--- src/rtl/scsi_reg_pkg.sv ---
package scsi_reg_pkg;
  // command register bit positions (decoded by the bus driver)
  localparam int CMD_DBUS = 0;
  localparam int CMD_ATN  = 1;
  localparam int CMD_SEL  = 2;
  localparam int CMD_BSY  = 3;
  localparam int CMD_ACK  = 4;
  localparam int CMD_RST  = 7;
  localparam int CMD_LOW_W = 5;
  // mode register bit positions
  localparam int MD_ARB    = 0;
  localparam int MD_DMA    = 1;
  localparam int MD_MONBSY = 2;
  localparam int MD_EOPIE  = 3;
  localparam int MD_PARIE  = 4;
  localparam int MD_PARCHK = 5;
  localparam int MD_TGT    = 6;
  localparam int MD_BLK    = 7;
  // target command bit positions
  localparam int TC_IO  = 0;
  localparam int TC_CD  = 1;
  localparam int TC_MSG = 2;
  localparam int TC_REQ = 3;
  localparam int TC_W   = 4;

  function automatic logic [7:0] cmd_view(input logic rst, input logic [CMD_LOW_W-1:0] low);
    return {rst, 2'b00, low};
  endfunction

  function automatic logic [7:0] status_view(input logic bsy, input logic irq, input logic par);
    return {5'b00000, bsy, irq, par};
  endfunction
endpackage

--- src/rtl/scsi_ctl_cmd.sv ---
module scsi_ctl_cmd
  import scsi_reg_pkg::*;
(
  input  logic                 clk,
  input  logic                 rst_n,
  input  logic                 wr_cmd,
  input  logic                 wr_mode,
  input  logic                 wr_tcmd,
  input  logic [7:0]           wdata,
  input  logic                 bsy_in,
  output logic [CMD_LOW_W-1:0] cmd_low,
  output logic                 rst_bit,
  output logic [7:0]           mode,
  output logic [TC_W-1:0]      tcmd,
  output logic                 rst_set_ev,
  output logic                 bsy_loss_ev,
  output logic                 wipe
);
  logic bsy_q;
  logic rst_next;

  assign rst_next    = wr_cmd ? wdata[CMD_RST] : rst_bit;
  assign wipe        = rst_next;
  assign rst_set_ev  = wr_cmd && wdata[CMD_RST] && !rst_bit;
  assign bsy_loss_ev = mode[MD_MONBSY] && bsy_q && !bsy_in;

  always_ff @(posedge clk or negedge rst_n) begin
    if (!rst_n) begin
      bsy_q   <= 1'b0;
      rst_bit <= 1'b0;
      cmd_low <= '0;
      mode    <= '0;
      tcmd    <= '0;
    end else begin
      bsy_q   <= bsy_in;
      rst_bit <= rst_next;
      if (wipe || bsy_loss_ev)  cmd_low <= '0;
      else if (wr_cmd)          cmd_low <= wdata[CMD_LOW_W-1:0];
      if (wipe)                 mode <= '0;
      else if (wr_mode)         mode <= wdata;
      if (wipe || bsy_loss_ev)  tcmd <= '0;
      else if (wr_tcmd)         tcmd <= wdata[TC_W-1:0];
    end
  end

  p_rst_holds_r3: assert property (@(posedge clk) disable iff (!rst_n)
    rst_bit && !(wr_cmd && !wdata[CMD_RST]) |=> rst_bit);

  p_rst_wipes_r4: assert property (@(posedge clk) disable iff (!rst_n)
    rst_bit |-> (mode == '0) && (tcmd == '0) && (cmd_low == '0));

  p_bsy_loss_clear_r5: assert property (@(posedge clk) disable iff (!rst_n)
    bsy_loss_ev |=> (cmd_low == '0) && (tcmd == '0));
endmodule

--- src/rtl/scsi_ctl_irq.sv ---
module scsi_ctl_irq (
  input  logic clk,
  input  logic rst_n,
  input  logic en_eop,
  input  logic en_par_irq,
  input  logic en_par_chk,
  input  logic eop_in,
  input  logic par_err_in,
  input  logic rst_set_ev,
  input  logic bsy_loss_ev,
  input  logic wipe,
  input  logic ack_rd,
  output logic irq,
  output logic par_latch,
  output logic set_ev
);
  logic eop_ev;
  logic par_irq_ev;

  assign eop_ev     = eop_in && en_eop;
  assign par_irq_ev = par_err_in && en_par_chk && en_par_irq;
  assign set_ev     = rst_set_ev || bsy_loss_ev || eop_ev || par_irq_ev;

  always_ff @(posedge clk or negedge rst_n) begin
    if (!rst_n) begin
      irq       <= 1'b0;
      par_latch <= 1'b0;
    end else begin
      if (set_ev)      irq <= 1'b1;
      else if (ack_rd) irq <= 1'b0;
      if (wipe)                          par_latch <= 1'b0;
      else if (par_err_in && en_par_chk) par_latch <= 1'b1;
    end
  end

  p_eop_sets_r6: assert property (@(posedge clk) disable iff (!rst_n)
    eop_in && en_eop |=> irq);

  p_par_gate_r7: assert property (@(posedge clk) disable iff (!rst_n)
    !par_latch && !en_par_chk |=> !par_latch);

  p_par_irq_r8: assert property (@(posedge clk) disable iff (!rst_n)
    par_err_in && en_par_chk && en_par_irq |=> irq);

  p_irq_holds_r10: assert property (@(posedge clk) disable iff (!rst_n)
    irq && !ack_rd |=> irq);

  p_irq_clears_r10: assert property (@(posedge clk) disable iff (!rst_n)
    ack_rd && !set_ev |=> !irq);

  p_set_wins_r11: assert property (@(posedge clk) disable iff (!rst_n)
    ack_rd && set_ev |=> irq);
endmodule

--- src/rtl/scsi_ctl_drive.sv ---
module scsi_ctl_drive
  import scsi_reg_pkg::*;
(
  input  logic                 tgt_role,
  input  logic                 rst_bit,
  input  logic [CMD_LOW_W-1:0] cmd_low,
  input  logic [TC_W-1:0]      tcmd,
  output logic                 drv_rst,
  output logic                 drv_atn,
  output logic                 drv_ack,
  output logic                 drv_sel,
  output logic                 drv_bsy,
  output logic                 drv_dbus,
  output logic [TC_W-1:0]      drv_tgt
);
  assign drv_rst  = rst_bit;
  assign drv_sel  = cmd_low[CMD_SEL];
  assign drv_bsy  = cmd_low[CMD_BSY];
  assign drv_dbus = cmd_low[CMD_DBUS];
  assign drv_atn  = cmd_low[CMD_ATN] && !tgt_role;
  assign drv_ack  = cmd_low[CMD_ACK] && !tgt_role;

  for (genvar i = 0; i < TC_W; i++) begin : g_tgt
    assign drv_tgt[i] = tcmd[i] && tgt_role;
  end
endmodule

--- src/rtl/scsi_ctl_regs.sv ---
module scsi_ctl_regs
  import scsi_reg_pkg::*;
#(
  parameter int ADDR_W    = 3,
  parameter int CMD_ADDR  = 1,
  parameter int MODE_ADDR = 2,
  parameter int TCMD_ADDR = 3,
  parameter int STAT_ADDR = 4,
  parameter int IACK_ADDR = 7
) (
  input  logic              clk,
  input  logic              rst_n,
  input  logic [ADDR_W-1:0] cpu_addr,
  input  logic [7:0]        cpu_wdata,
  input  logic              cpu_wr,
  input  logic              cpu_rd,
  output logic [7:0]        cpu_rdata,
  input  logic              bsy_in,
  input  logic              eop_in,
  input  logic              par_err_in,
  output logic              bus_rst_o,
  output logic              bus_atn_o,
  output logic              bus_ack_o,
  output logic              bus_sel_o,
  output logic              bus_bsy_o,
  output logic              bus_dbus_o,
  output logic              bus_cd_o,
  output logic              bus_io_o,
  output logic              bus_msg_o,
  output logic              bus_req_o,
  output logic              irq_o
);
  localparam logic [ADDR_W-1:0] A_CMD  = ADDR_W'(CMD_ADDR);
  localparam logic [ADDR_W-1:0] A_MODE = ADDR_W'(MODE_ADDR);
  localparam logic [ADDR_W-1:0] A_TCMD = ADDR_W'(TCMD_ADDR);
  localparam logic [ADDR_W-1:0] A_STAT = ADDR_W'(STAT_ADDR);
  localparam logic [ADDR_W-1:0] A_IACK = ADDR_W'(IACK_ADDR);

  logic                 wr_cmd, wr_mode, wr_tcmd, ack_rd;
  logic [CMD_LOW_W-1:0] cmd_low;
  logic                 rst_bit;
  logic [7:0]           mode;
  logic [TC_W-1:0]      tcmd;
  logic                 rst_set_ev, bsy_loss_ev, wipe;
  logic                 irq, par_latch, set_ev;
  logic [TC_W-1:0]      drv_tgt;

  assign wr_cmd  = cpu_wr && (cpu_addr == A_CMD);
  assign wr_mode = cpu_wr && (cpu_addr == A_MODE);
  assign wr_tcmd = cpu_wr && (cpu_addr == A_TCMD);
  assign ack_rd  = cpu_rd && (cpu_addr == A_IACK);

  scsi_ctl_cmd u_cmd (
    .clk(clk), .rst_n(rst_n),
    .wr_cmd(wr_cmd), .wr_mode(wr_mode), .wr_tcmd(wr_tcmd),
    .wdata(cpu_wdata), .bsy_in(bsy_in),
    .cmd_low(cmd_low), .rst_bit(rst_bit), .mode(mode), .tcmd(tcmd),
    .rst_set_ev(rst_set_ev), .bsy_loss_ev(bsy_loss_ev), .wipe(wipe)
  );

  scsi_ctl_irq u_irq (
    .clk(clk), .rst_n(rst_n),
    .en_eop(mode[MD_EOPIE]), .en_par_irq(mode[MD_PARIE]), .en_par_chk(mode[MD_PARCHK]),
    .eop_in(eop_in), .par_err_in(par_err_in),
    .rst_set_ev(rst_set_ev), .bsy_loss_ev(bsy_loss_ev), .wipe(wipe), .ack_rd(ack_rd),
    .irq(irq), .par_latch(par_latch), .set_ev(set_ev)
  );

  scsi_ctl_drive u_drv (
    .tgt_role(mode[MD_TGT]), .rst_bit(rst_bit), .cmd_low(cmd_low), .tcmd(tcmd),
    .drv_rst(bus_rst_o), .drv_atn(bus_atn_o), .drv_ack(bus_ack_o),
    .drv_sel(bus_sel_o), .drv_bsy(bus_bsy_o), .drv_dbus(bus_dbus_o),
    .drv_tgt(drv_tgt)
  );

  assign bus_io_o  = drv_tgt[TC_IO];
  assign bus_cd_o  = drv_tgt[TC_CD];
  assign bus_msg_o = drv_tgt[TC_MSG];
  assign bus_req_o = drv_tgt[TC_REQ];
  assign irq_o     = irq;

  always_comb begin
    cpu_rdata = 8'h00;
    if (cpu_addr == A_CMD)       cpu_rdata = cmd_view(rst_bit, cmd_low);
    else if (cpu_addr == A_MODE) cpu_rdata = mode;
    else if (cpu_addr == A_TCMD) cpu_rdata = {{(8-TC_W){1'b0}}, tcmd};
    else if (cpu_addr == A_STAT || cpu_addr == A_IACK)
      cpu_rdata = status_view(bsy_in, irq, par_latch);
  end

  p_init_role_r9: assert property (@(posedge clk) disable iff (!rst_n)
    !mode[MD_TGT] |-> !(bus_cd_o || bus_io_o || bus_msg_o || bus_req_o));

  p_tgt_role_r9: assert property (@(posedge clk) disable iff (!rst_n)
    mode[MD_TGT] |-> !(bus_atn_o || bus_ack_o));

  p_rst_irq_r4: assert property (@(posedge clk) disable iff (!rst_n)
    $rose(bus_rst_o) |-> irq_o);

  p_loss_release_r5: assert property (@(posedge clk) disable iff (!rst_n)
    bsy_loss_ev |=> !(bus_atn_o || bus_ack_o || bus_sel_o || bus_bsy_o || bus_dbus_o
                     || bus_cd_o || bus_io_o || bus_msg_o || bus_req_o) && irq_o);
endmodule

--- config.mk ---
export PLATFORM = sky130hd
export DESIGN_NAME = scsi_ctl_regs
export DESIGN_NICKNAME = d
export VERILOG_FILES = /design/src/rtl/scsi_reg_pkg.sv /design/src/rtl/scsi_ctl_cmd.sv /design/src/rtl/scsi_ctl_irq.sv /design/src/rtl/scsi_ctl_drive.sv /design/src/rtl/scsi_ctl_regs.sv
export SDC_FILE = /design/constraint.sdc
export NUM_CORES = 1
export LEC_CHECK = 0
export BUFFER_PORTS_ARGS = -buffer_cell sky130_fd_sc_hd__buf_2
export CORE_MARGIN = 10
export CORE_UTILIZATION = 52
export CTS_BUF_LIST = sky130_fd_sc_hd__clkbuf_2 sky130_fd_sc_hd__clkbuf_4 sky130_fd_sc_hd__clkbuf_8
export DETAILED_ROUTE_END_ITERATION = 7
export PLACE_DENSITY = 0.89
export SYNTH_ARGS = -nofsm -noshare
export SYNTH_HDL_FRONTEND = slang
export SYNTH_SLANG_ARGS = --single-unit
--- constraint.sdc ---
create_clock -name clk -period 1.4 [get_ports clk]
set_input_delay 0.21 -clock clk [delete_from_list [all_inputs] [get_ports clk]]
set_output_delay 0.21 -clock clk [all_outputs]
set_load 0.005 [all_outputs]
==> metrics, run 1 <==
status=complete, but fails checks; failing checks=setup timing; Buffers on Ports=36; Iteration-0 DRC Markers=between 50 and 60; adder-cell share of the synthesized area=0; mean post-synth cell area=10.64 sq um; Peak VDD IR=0.0007888 V; Mapped Area=between 1000 and 1500 sq um; crit end category=output port; CP max-delay cell=dfrtp_1; Area Overhead vs Synth=31.66%; core area=2170 sq um; initial core utilization=0.5392; initial antenna violation count=0; post-synth cell types=29; final routed DRC violation total=0; number of global-route vias before repair=1,152; Synth top area share=0.4492; total number of vias=1,077; antenna viol nets, final=0; DR WL/cell=around 19 um; simple-gate share of the synthesized area=0.2278; final critical-path required period=1.559 ns; Final nets=180; routed vias/inst=approximately 5.7; f_max=0.6414 GHz; Compound-Gate Fraction of Synth Area=0.1091; IO Pins=37; routed wire length=3504 um; largest net degree at the start of global routing=22; Remaining Overflow, GRT=0; leading post-synthesis cells by cell area=dfrtp_1, mux2i_1, nor2b_1; mux share of post-synthesis cell area=0.1679; Lkg Pwr=slightly below 0.8 nW; die width=67.43 um; worst skew pair latency=between 0.3 and 0.4 ns; number of synthesized register bits=21; Synthesized Nets=128; Worst-Margin Slew=0.4686 ns; Detailed Place HPWL=between 2000 and 3000 um; XOR/XNOR Fraction of Synth Area=0; fin worst setup slack=-0.1590 ns; PwrDens=910.4 nW/um^2; required time of the critical path=1.19 ns; CTS tree=yes; Synth area leader=dfrtp_1; Max Fanout on Critical Path=4; Final Power=1.402 mW; site row count=17; die area=4547 sq um; CTS sink cnt=21; chip height=67.43 um; Max H-tree Level=1; CTS Buf Count=3; ANT cells=0; unrepaired setup endpoints after global routing=true; maximum root-to-sink buffer count=2; gpl congestion=roughly 0.84; share of cells above drive strength 1=0.4037; clk_skew=0.002166 ns; Cell Chain, Critical Path=a221o_1 -> o211a_1 -> buf_2; Worst Setup Start Kind=flop; Synth Instances=110; Max Slew Vio Count=0; Seq/Total Area, Yosys=0.4492; 1st-pass router iterations=4; Syn. warnings=0; Critical Setup Path Class=reg -> out; global-route usage over all layers=0.1589; part of the cycle the worst path needs=1.114; Min-Delay Path Class=in -> reg; setup_tns=-0.4655 ns; Final Hold Vio Count=0; slew margin rel.=0.6876; Critical Path AT=about 1.4 ns; Root Buffer=clkbuf_4; max-cap violation count=0; Reg clk slew, reported paths=0.13 ns; Finish-stage setup viols=5; main combinational cell family by area after synthesis=simple AND/OR/NAND/NOR gates; first-pass GRT wire length=5547 um; CP peak stage delay=0.44 ns
sequential cells by signal, summed over array words and instances, names as in the netlist:
| register | count |
|---|---|
| u_cmd.mode | 8 |
| u_irq.irq | 1 |
| u_cmd.bsy_q | 1 |
| u_cmd.rst_bit | 1 |
| u_cmd.tcmd | 4 |
| u_irq.par_latch | 1 |
| u_cmd.cmd_low | 5 |
cell usage in the layout (no fill, tap or decap), types with 2 or more instances in the layout:
cell type,netlist,layout
nand3_1,3,2
mux2_4,1,2
clkbuf_4,0,3
nor2b_1,9,8
nor3_1,9,9
nor2_1,13,13
a221o_1,3,3
dfrtp_1,21,20
nor4bb_2,1,2
a32oi_1,2,2
buf_2,0,36
a22oi_1,3,2
buf_4,1,15
and3b_1,2,2
o211a_1,3,3
o211ai_1,3,3
and2_1,4,4
mux2i_1,17,17
per-stage QoR:
stage | util | setup slack [ns] | hold slack (ns) | cell area [sq um] | std cells
after global routing | 0.7099 | -0.1990 | 0.04668 | 1540 | 189
after global placement | 0.6655 | -0.01156 | 0.1778 | 1444 | 179
after detailed placement | 0.6655 | -0.1647 | 0.1818 | 1444 | 179
final | 0.7099 | -0.1590 | 0.04843 | 1540 | 189
after floorplan | - | -0.005166 | -0.08559 | 1174 | 110
after CTS | 0.7007 | -0.1452 | 0.04754 | 1520 | 188
cell usage after synthesis, drive strengths merged:
| library cell | instances |
|---|---|
| nand2 | 1 |
| buf | 3 |
| a22oi | 3 |
| a21oi | 1 |
| nand4 | 1 |
| nor2b | 9 |
| nor4bb | 2 |
| o211ai | 3 |
| mux2i | 17 |
| nor3 | 9 |
| a32oi | 2 |
| inv | 1 |
| nand4b | 1 |
| and3b | 2 |
| and2 | 4 |
| dfrtp | 21 |
| nand2b | 1 |
| clkbuf | 4 |
| nand3b | 1 |
| nor2 | 13 |
| a221o | 3 |
| mux2 | 2 |
| nand3 | 3 |
| o211a | 3 |
cells by family (layout without fill, tap and decap cells):
logic type / Yosys count / after routing
compound gates: 15 / 15
buf+inv: 8 / 59
flops: 21 / 21
mux: 19 / 19
simple gates: 47 / 47
final cells by class:
class / instances / area [sq um]
Timing Repair Buffer: 54 / 334.1
Clock buffer: 3 / 22.52
Inverter: 1 / 3.754
Tap cell: 28 / 35.03
Clock inverter: 1 / 5.005
Sequential cell: 21 / 526.8
Multi-Input combinational cell: 81 / 613.1
Fill cell: 185 / 629.4
worst max-delay path, delay by kind of cell (launching register included):
kind                   cells  cell delay [ns]
AOI/OAI and AO/OA          2             0.48
buffers and inverters      1             0.13
DFF                        1             0.44
power breakdown:
part	leakage (nW)	internal, mW	switching (mW)
Sequential	0.280	0.669	0.0599
Clock	0.0177	0.107	0.198
Combinational	0.487	0.180	0.189
repair_timing:
item | in CTS | in global routing
hold endpoints to repair | 21 | 0
hold buffers | 1 | 0
setup endpoints to repair | 4 | 8
buffers inserted | 4 | 1
pin swaps | 4 | 3
cloned | 0 | 0
gates resized for setup | 2 | 4
metal layers:
| layer | up-vias | share of wire | global-route usage |
|---|---|---|---|
| met4 | 0 | 0.027 | 0.08974 |
| met2 | 33 | 0.53 | 0.2761 |
| met1 | 531 | 0.40 | 0.1766 |
| met3 | 9 | 0.045 | 0.03306 |
| li1 | 504 | - | - |
| met5 | - | 0 | 0 |
final timing paths:
check	to	depth (start not counted)	slack [ns]	startpoint
max in group asynchronous	u_cmd.mode[6]	2	0.70	rst_n
min reg2reg	u_cmd.mode[1]	2	0.58	u_cmd.mode[1]
max reg2reg	u_cmd.cmd_low[3]	2	0.24	u_cmd.rst_bit
min in group asynchronous	u_cmd.mode[4]	2	0.36	rst_n
max	cpu_rdata[1]	3	-0.16	u_irq.irq
min	u_cmd.bsy_q	1	0.05	bsy_in
Power figures use the tool's default switching activity.
==> run 2, diff against run 1 <==
==> constraint.sdc (replaced) <==
create_clock -name clk -period 1.4 [get_ports clk]
set_input_delay 0.21 -clock clk [delete_from_list [all_inputs] [get_ports clk]]
set_output_delay 0.21 -clock clk [all_outputs]
set_load 0.1 [all_outputs]
==> run 2 against run 1 <==
  * The flow still finishes with violations (setup timing)
  * Die area unchanged
  * Combinational power rose to 2.5 times the previous value
  * Worst setup slack worse by 0.23 ns
  * Clock power up 3%
  * Clock skew up 0.0097 ns
  * Sequential power up 3.4%
  * Via count up 11%
  * Global-route usage up 6.2 points
  * Flip-flop and latch count unchanged
  * Register-to-register slack worse by 0.22 ns
==> metrics, run 2 (same netlist as run 1, synthesis figures left out) <==
status=complete, but fails checks; failing checks=setup timing; leading cell type in the layout, fill and taps excluded=buf_4; Area Overhead vs Synth=66.52%; PwrDens=1025 nW/um^2 (+13%); setup_tns=-1.237 ns (-0.7718 ns); WHS Endpoint=u_cmd.bsy_q; layer carrying the most global-route usage=met2; fin worst setup slack=-0.3860 ns (-0.2270 ns); Root Buffer=clkbuf_4; slew margin rel.=0.5499 (-0.1377); Finish-stage setup viols=8 (+3); maximum root-to-sink buffer count=2 (unchanged); most flop-heavy register=u_cmd.mode; gpl congestion=0.8879 (+6.1%); startpoint of the worst hold path=bsy_in; initial core utilization=0.5392 (unchanged); Final Hold Vio Count=0 (unchanged); max reg flops=8 (unchanged); worst skew pair latency=0.31 ns (about the same); Reg2Reg Setup Slack=0.02 ns (-0.22 ns); CTS Buf Count=3 (unchanged); Regs by FF count=u_cmd.mode x8, u_cmd.cmd_low x5, u_cmd.tcmd x4; GRT met1 Usage=0.2282 (+0.05157); Critical Path AT=1.58 ns (+0.23 ns); initial antenna violation count=0 (unchanged); Iteration-0 DRC Markers=109 (+110%); unrepaired setup endpoints after global routing=true; Reg clk slew, reported paths=0.12 ns (about the same); hold depth=1 (unchanged); crit end category=output port; site row count=17 (unchanged); Hold WS=0.06965 ns (+0.02122 ns); 1st-pass router iterations=4 (unchanged); commonest non-fill, non-tap cells in the layout=buf_4, buf_2, mux2i_1, buf_12, dfrtp_1; Final nets=184 (+2.2%); r2r endpoint=u_cmd.cmd_low[2]; Peak VDD IR=0.001069 V (+35%); global-route usage over all layers=0.2208 (+0.06196); Cell Area, Placed=1772 sq um (+23%); f_max=0.5599 GHz (-13%); Worst-Margin Slew=0.6744 ns (+0.2058 ns); Lkg Pwr=0.8571 nW (+9.3%); Remaining Overflow, GRT=0 (unchanged); Buffers on Ports=36 (unchanged); DR WL/cell=24.94 um (+35%); largest net degree at the start of global routing=22 (unchanged); die width=67.43 um (unchanged); number of global-route vias before repair=1,311 (+14%); CTS tree=yes; Critical Setup Path Class=reg -> out; core area=2170 sq um (unchanged); die area=4547 sq um (unchanged); routed vias/inst=6.202 (+8.8%); utilization after layout=0.8979 (+0.1880); CTS sink cnt=21 (unchanged); met3 GRT Util=0.07438 (+0.04132); first-pass GRT wire length=7307 um (+32%); Detailed Place HPWL=2989 um (+19%); Max H-tree Level=1 (unchanged); Final Power=1.997 mW (+42%); chip height=67.43 um (unchanged); antenna viol nets, final=0 (unchanged); FF-to-FF Start=u_cmd.rst_bit; final critical-path required period=1.786 ns (+0.2270 ns); final routed DRC violation total=0 (unchanged); Max Fanout on Critical Path=2 (-2); post-layout instance area=1948 sq um (+26%); part of the cycle the worst path needs=1.276 (+0.1621); Fillers=94 (-49%); ANT cells=0 (unchanged); R2R depth=3 (+1); share of cells above drive strength 1=0.5818 (+0.1781); Worst Setup Start Kind=flop; Min-Delay Path Class=in -> reg; IO Pins=37 (unchanged); required time of the critical path=1.19 ns (about the same); total number of vias=1,197 (+11%); GR Util met2=0.3720 (+0.09597); max-cap violation count=0 (unchanged); clk_skew=0.01190 ns (+0.009736 ns); Max Slew Vio Count=0 (unchanged); routed wire length=4813 um (+37%)
run 2: changes by cell type in the layout (fill, tap and decap cells not counted), sizes merged:
| cell | before | now |
|---|---|---|
| buf | 53 | 56 |
| clkbuf | 3 | 5 |
| clkinv | 1 | 0 |
run 2: power breakdown:
group          switching, mW  leakage [nW]  internal [mW]  total (mW)
logic                  0.604         0.566          0.326       0.930
clock network          0.183        0.0184          0.131       0.313
registers             0.0718         0.273          0.682       0.754
total                  0.859         0.857           1.14        2.00
run 2: timing repair:
| action | 4_1_cts | 5_1_grt |
|---|---|---|
| pin swaps | 5 | 7 |
| setup endpoints to repair | 15 | 24 |
| endpoints found under the hold margin | 21 | 0 |
| gates resized for setup | 12 | 11 |
| hold buffers | 1 | 0 |
| buffers inserted | 6 | 2 |
run 2: through the flow:
stage / std cells / worst slack (ns)
2_1_floorplan: 110 / -0.1995
3_3_place_gp: 181 / -0.08470
3_5_place_dp: 181 / -0.1821
4_1_cts: 192 / -0.3437
5_1_grt: 193 / -0.4271
6_report: 193 / -0.3860
run 2: worst max-delay path, cell delays in order, from the launching register on:
cell     delay [ns]
dfrtp_4        0.52
mux2_4         0.30
a22oi_2        0.23
nor2_4         0.05
buf_12         0.16
run 2: how the worst max path moves through the flow:
stage,from,to,slack [ns]
6_report,u_cmd.cmd_low[3],cpu_rdata[3],-0.39
2_1_floorplan,u_cmd.cmd_low[3],cpu_rdata[3],-0.20
4_1_cts,u_cmd.cmd_low[3],cpu_rdata[3],-0.34
5_1_grt,u_cmd.cmd_low[3],cpu_rdata[3],-0.43
3_5_place_dp,cpu_addr[1],u_cmd.tcmd[3],-0.18
3_3_place_gp,u_cmd.cmd_low[3],cpu_rdata[3],-0.08
run 2: cell type report:
class	instances	area (sq um)	area share
clock buffers	4	30.03	0.01541
multi-input cells	81	734.5	0.3770
flip-flops and latches	21	540.5	0.2775
repair buffers	58	604.3	0.3102
inverters	1	3.754	0.001927
well taps	28	35.03	0.01798
run 2: layer usage:
metal  vias up  wire length (um)  part of all wire
li1        509                 -                 -
met1       582              1679              0.35
met2        78              2455              0.51
met3        28               390             0.081
met4         0               289             0.060
met5         -                 0                 0
==> run 3, diff against run 2 <==
--- a/config.mk
+++ b/config.mk
@@ -10,6 +10,7 @@
 export CORE_UTILIZATION = 52
 export CTS_BUF_LIST = sky130_fd_sc_hd__clkbuf_2 sky130_fd_sc_hd__clkbuf_4 sky130_fd_sc_hd__clkbuf_8
 export DETAILED_ROUTE_END_ITERATION = 7
+export MAX_ROUTING_LAYER = met4
 export PLACE_DENSITY = 0.89
 export SYNTH_ARGS = -nofsm -noshare
 export SYNTH_HDL_FRONTEND = slang
==> constraint.sdc (replaced) <==
create_clock -name clk -period 1.4 [get_ports clk]
set_input_delay 0.07 -clock clk [delete_from_list [all_inputs] [get_ports clk]]
set_output_delay 0.07 -clock clk [all_outputs]
set_load 0.1 [all_outputs]
==> run 3 against run 2 <==
  * The flow still finishes with violations (setup timing)
  * Critical endpoint unchanged
  * Highest routed layer unchanged
  * Flip-flop and latch count did not move
  * Global-route usage fell by 2.7 points
  * First-iteration DRC count shrank 40%
  * Clock skew down 0.0074 ns
  * Clock-buffer cell count did not move
  * Critical path depth unchanged
  * Worst setup slack better by 0.26 ns
  * Critical path type unchanged
==> metrics, run 3 (same netlist as run 1, synthesis figures left out) <==
Critical Setup Path Class=reg -> out; Fillers=117 (+24%); worst skew pair latency=0.32 ns (about the same); Cell Chain, Critical Path=mux2_4 -> a22oi_2 -> nor2_4 -> buf_12; final std cells w/o fill=190 (-1.6%); CP peak stage delay=0.43 ns (-0.09 ns); Detailed Place HPWL=2660 um (-11%); failing checks=setup timing; Max Fanout on Critical Path=2 (unchanged); Max H-tree Level=1 (unchanged); initial antenna violation count=0 (unchanged); largest net degree at the start of global routing=22 (unchanged); final routed DRC violation total=0 (unchanged); core area=2170 sq um (unchanged); Remaining Overflow, GRT=0 (unchanged); IO Pins=37 (unchanged); crit end category=output port; Buffers on Ports=36 (unchanged); final critical-path required period=1.527 ns (-0.2591 ns); CTS tree=yes; CTS sink cnt=21 (unchanged); Final nets=181 (-1.6%); routed wire length=4062 um (-16%); Area Overhead vs Synth=54.33%; required time of the critical path=1.33 ns (+0.14 ns); maximum root-to-sink buffer count=2 (unchanged); total number of vias=1,150 (-3.9%); Finish-stage setup viols=3 (-5); routed vias/inst=6.053 (-2.4%); DP Cell Count=178 (-1.7%); first-pass GRT wire length=6444 um (-12%); Regs by FF count=u_cmd.mode x8, u_cmd.cmd_low x5, u_cmd.tcmd x4; ANT cells=0 (unchanged); unrepaired setup endpoints after global routing=true; die area=4547 sq um (unchanged); PwrDens=1048 nW/um^2 (+2.2%); antenna viol nets, final=0 (unchanged); leading cell type in the layout, fill and taps excluded=buf_2; Sequential Area=535.5 sq um (-0.93%); Reg clk slew, reported paths=0.12 ns (about the same); DR WL/cell=21.38 um (-14%); Max Slew Vio Count=0 (unchanged); initial core utilization=0.5392 (unchanged); max reg flops=8 (unchanged); site row count=17 (unchanged); Min-Delay Path Class=in -> reg; fin worst setup slack=-0.1269 ns (+0.2591 ns); part of the cycle the worst path needs=1.091 (-0.1851); Worst Setup Start Kind=flop; chip height=67.43 um (unchanged); Worst-Margin Slew=0.4906 ns (-0.1838 ns); area occupied by multi-input gates=660.6 sq um (-10%); Root Buffer=clkbuf_4; CP max-delay cell=dfrtp_2; Iteration-0 DRC Markers=65 (-40%); share of cells above drive strength 1=0.4877 (-0.09416); Lkg Pwr=0.8100 nW (-5.5%); clk_skew=0.004455 ns (-0.007447 ns); Peak VDD IR=0.001088 V (+1.8%); CTS Buf Count=3 (unchanged); most flop-heavy register=u_cmd.mode; die width=67.43 um (unchanged); 1st-pass router iterations=4 (unchanged); Critical Path AT=1.46 ns (-0.12 ns); number of global-route vias before repair=1,264 (-3.6%); f_max=0.6549 GHz (+17%); slew margin rel.=0.6729 (+0.1230); commonest non-fill, non-tap cells in the layout=buf_2, mux2i_1, buf_4, dfrtp_1, buf_12; max-cap violation count=0 (unchanged); dpl ws=-0.003930 ns (+0.1782 ns); gpl congestion=0.8653 (-2.5%); Final Hold Vio Count=0 (unchanged); status=complete, but fails checks; global-route usage over all layers=0.1934 (-0.02746)
[run 3: through the flow]
stage          power, mW  utilization  area, sq um  hold WS, ns  setup TNS (ns)
2_1_floorplan      1.271            -         1211      -0.2256          -1.032
5_1_grt            1.962       0.8322         1805      0.02497         -0.4978
6_report           1.891       0.8322         1805      0.01773         -0.3346
3_5_place_dp       1.494       0.7653         1660      0.04949       -0.003930
4_1_cts            1.854       0.8183         1775     0.008548         -0.2424
3_3_place_gp       1.473       0.7653         1660      0.03493               0
[run 3: worst max-delay path: cells and delay by family (launching register included)]
kind / cells / cell delay [ns]
AO/OA/AOI/OAI: 1 / 0.20
buffers and inverters: 1 / 0.16
flip-flops: 1 / 0.43
multiplexers: 1 / 0.27
AND/OR/NAND/NOR: 1 / 0.06
[run 3: worst paths after layout]
path,start,to,slack [ns],depth (start not counted)
worst max-delay path,u_cmd.cmd_low[3],cpu_rdata[3],-0.13,4
worst min-delay path,cpu_wdata[5],u_cmd.mode[5],0.02,3
worst max register to register,u_cmd.rst_bit,u_cmd.cmd_low[4],0.15,2
worst min register to register,u_cmd.mode[0],u_cmd.mode[0],0.57,2
max in group asynchronous,rst_n,u_cmd.rst_bit,0.81,2
min in group asynchronous,rst_n,u_cmd.mode[1],0.22,2
[run 3: power by group]
group | leakage, nW | internal, mW | switching [mW]
Clock | 0.0184 | 0.131 | 0.203
Combinational | 0.519 | 0.263 | 0.552
Sequential | 0.273 | 0.676 | 0.0649
Total | 0.810 | 1.07 | 0.820
[run 3: final cells by class]
class	count	area share
clock buffers	4	0.01663
inverters	1	0.002079
multi-input cells	81	0.3659
flip-flops and latches	21	0.2966
well taps	28	0.01940
repair buffers	55	0.2994
[run 3: per-layer routing]
layer  track usage  wire length, um  vias up
met1        0.2057             1525      569
met5             -                0        -
met3       0.05289              332       14
li1              -                -      506
met4       0.09487              118        0
met2        0.3246             2086       61
[run 3: timing repair]
item / CTS / global route
buffers inserted: 4 / 1
hold buffers: 3 / 0
pin swaps: 2 / 0
resized for setup: 6 / 6
endpoints found under the hold margin: 23 / 0
endpoints found under the setup margin: 5 / 7
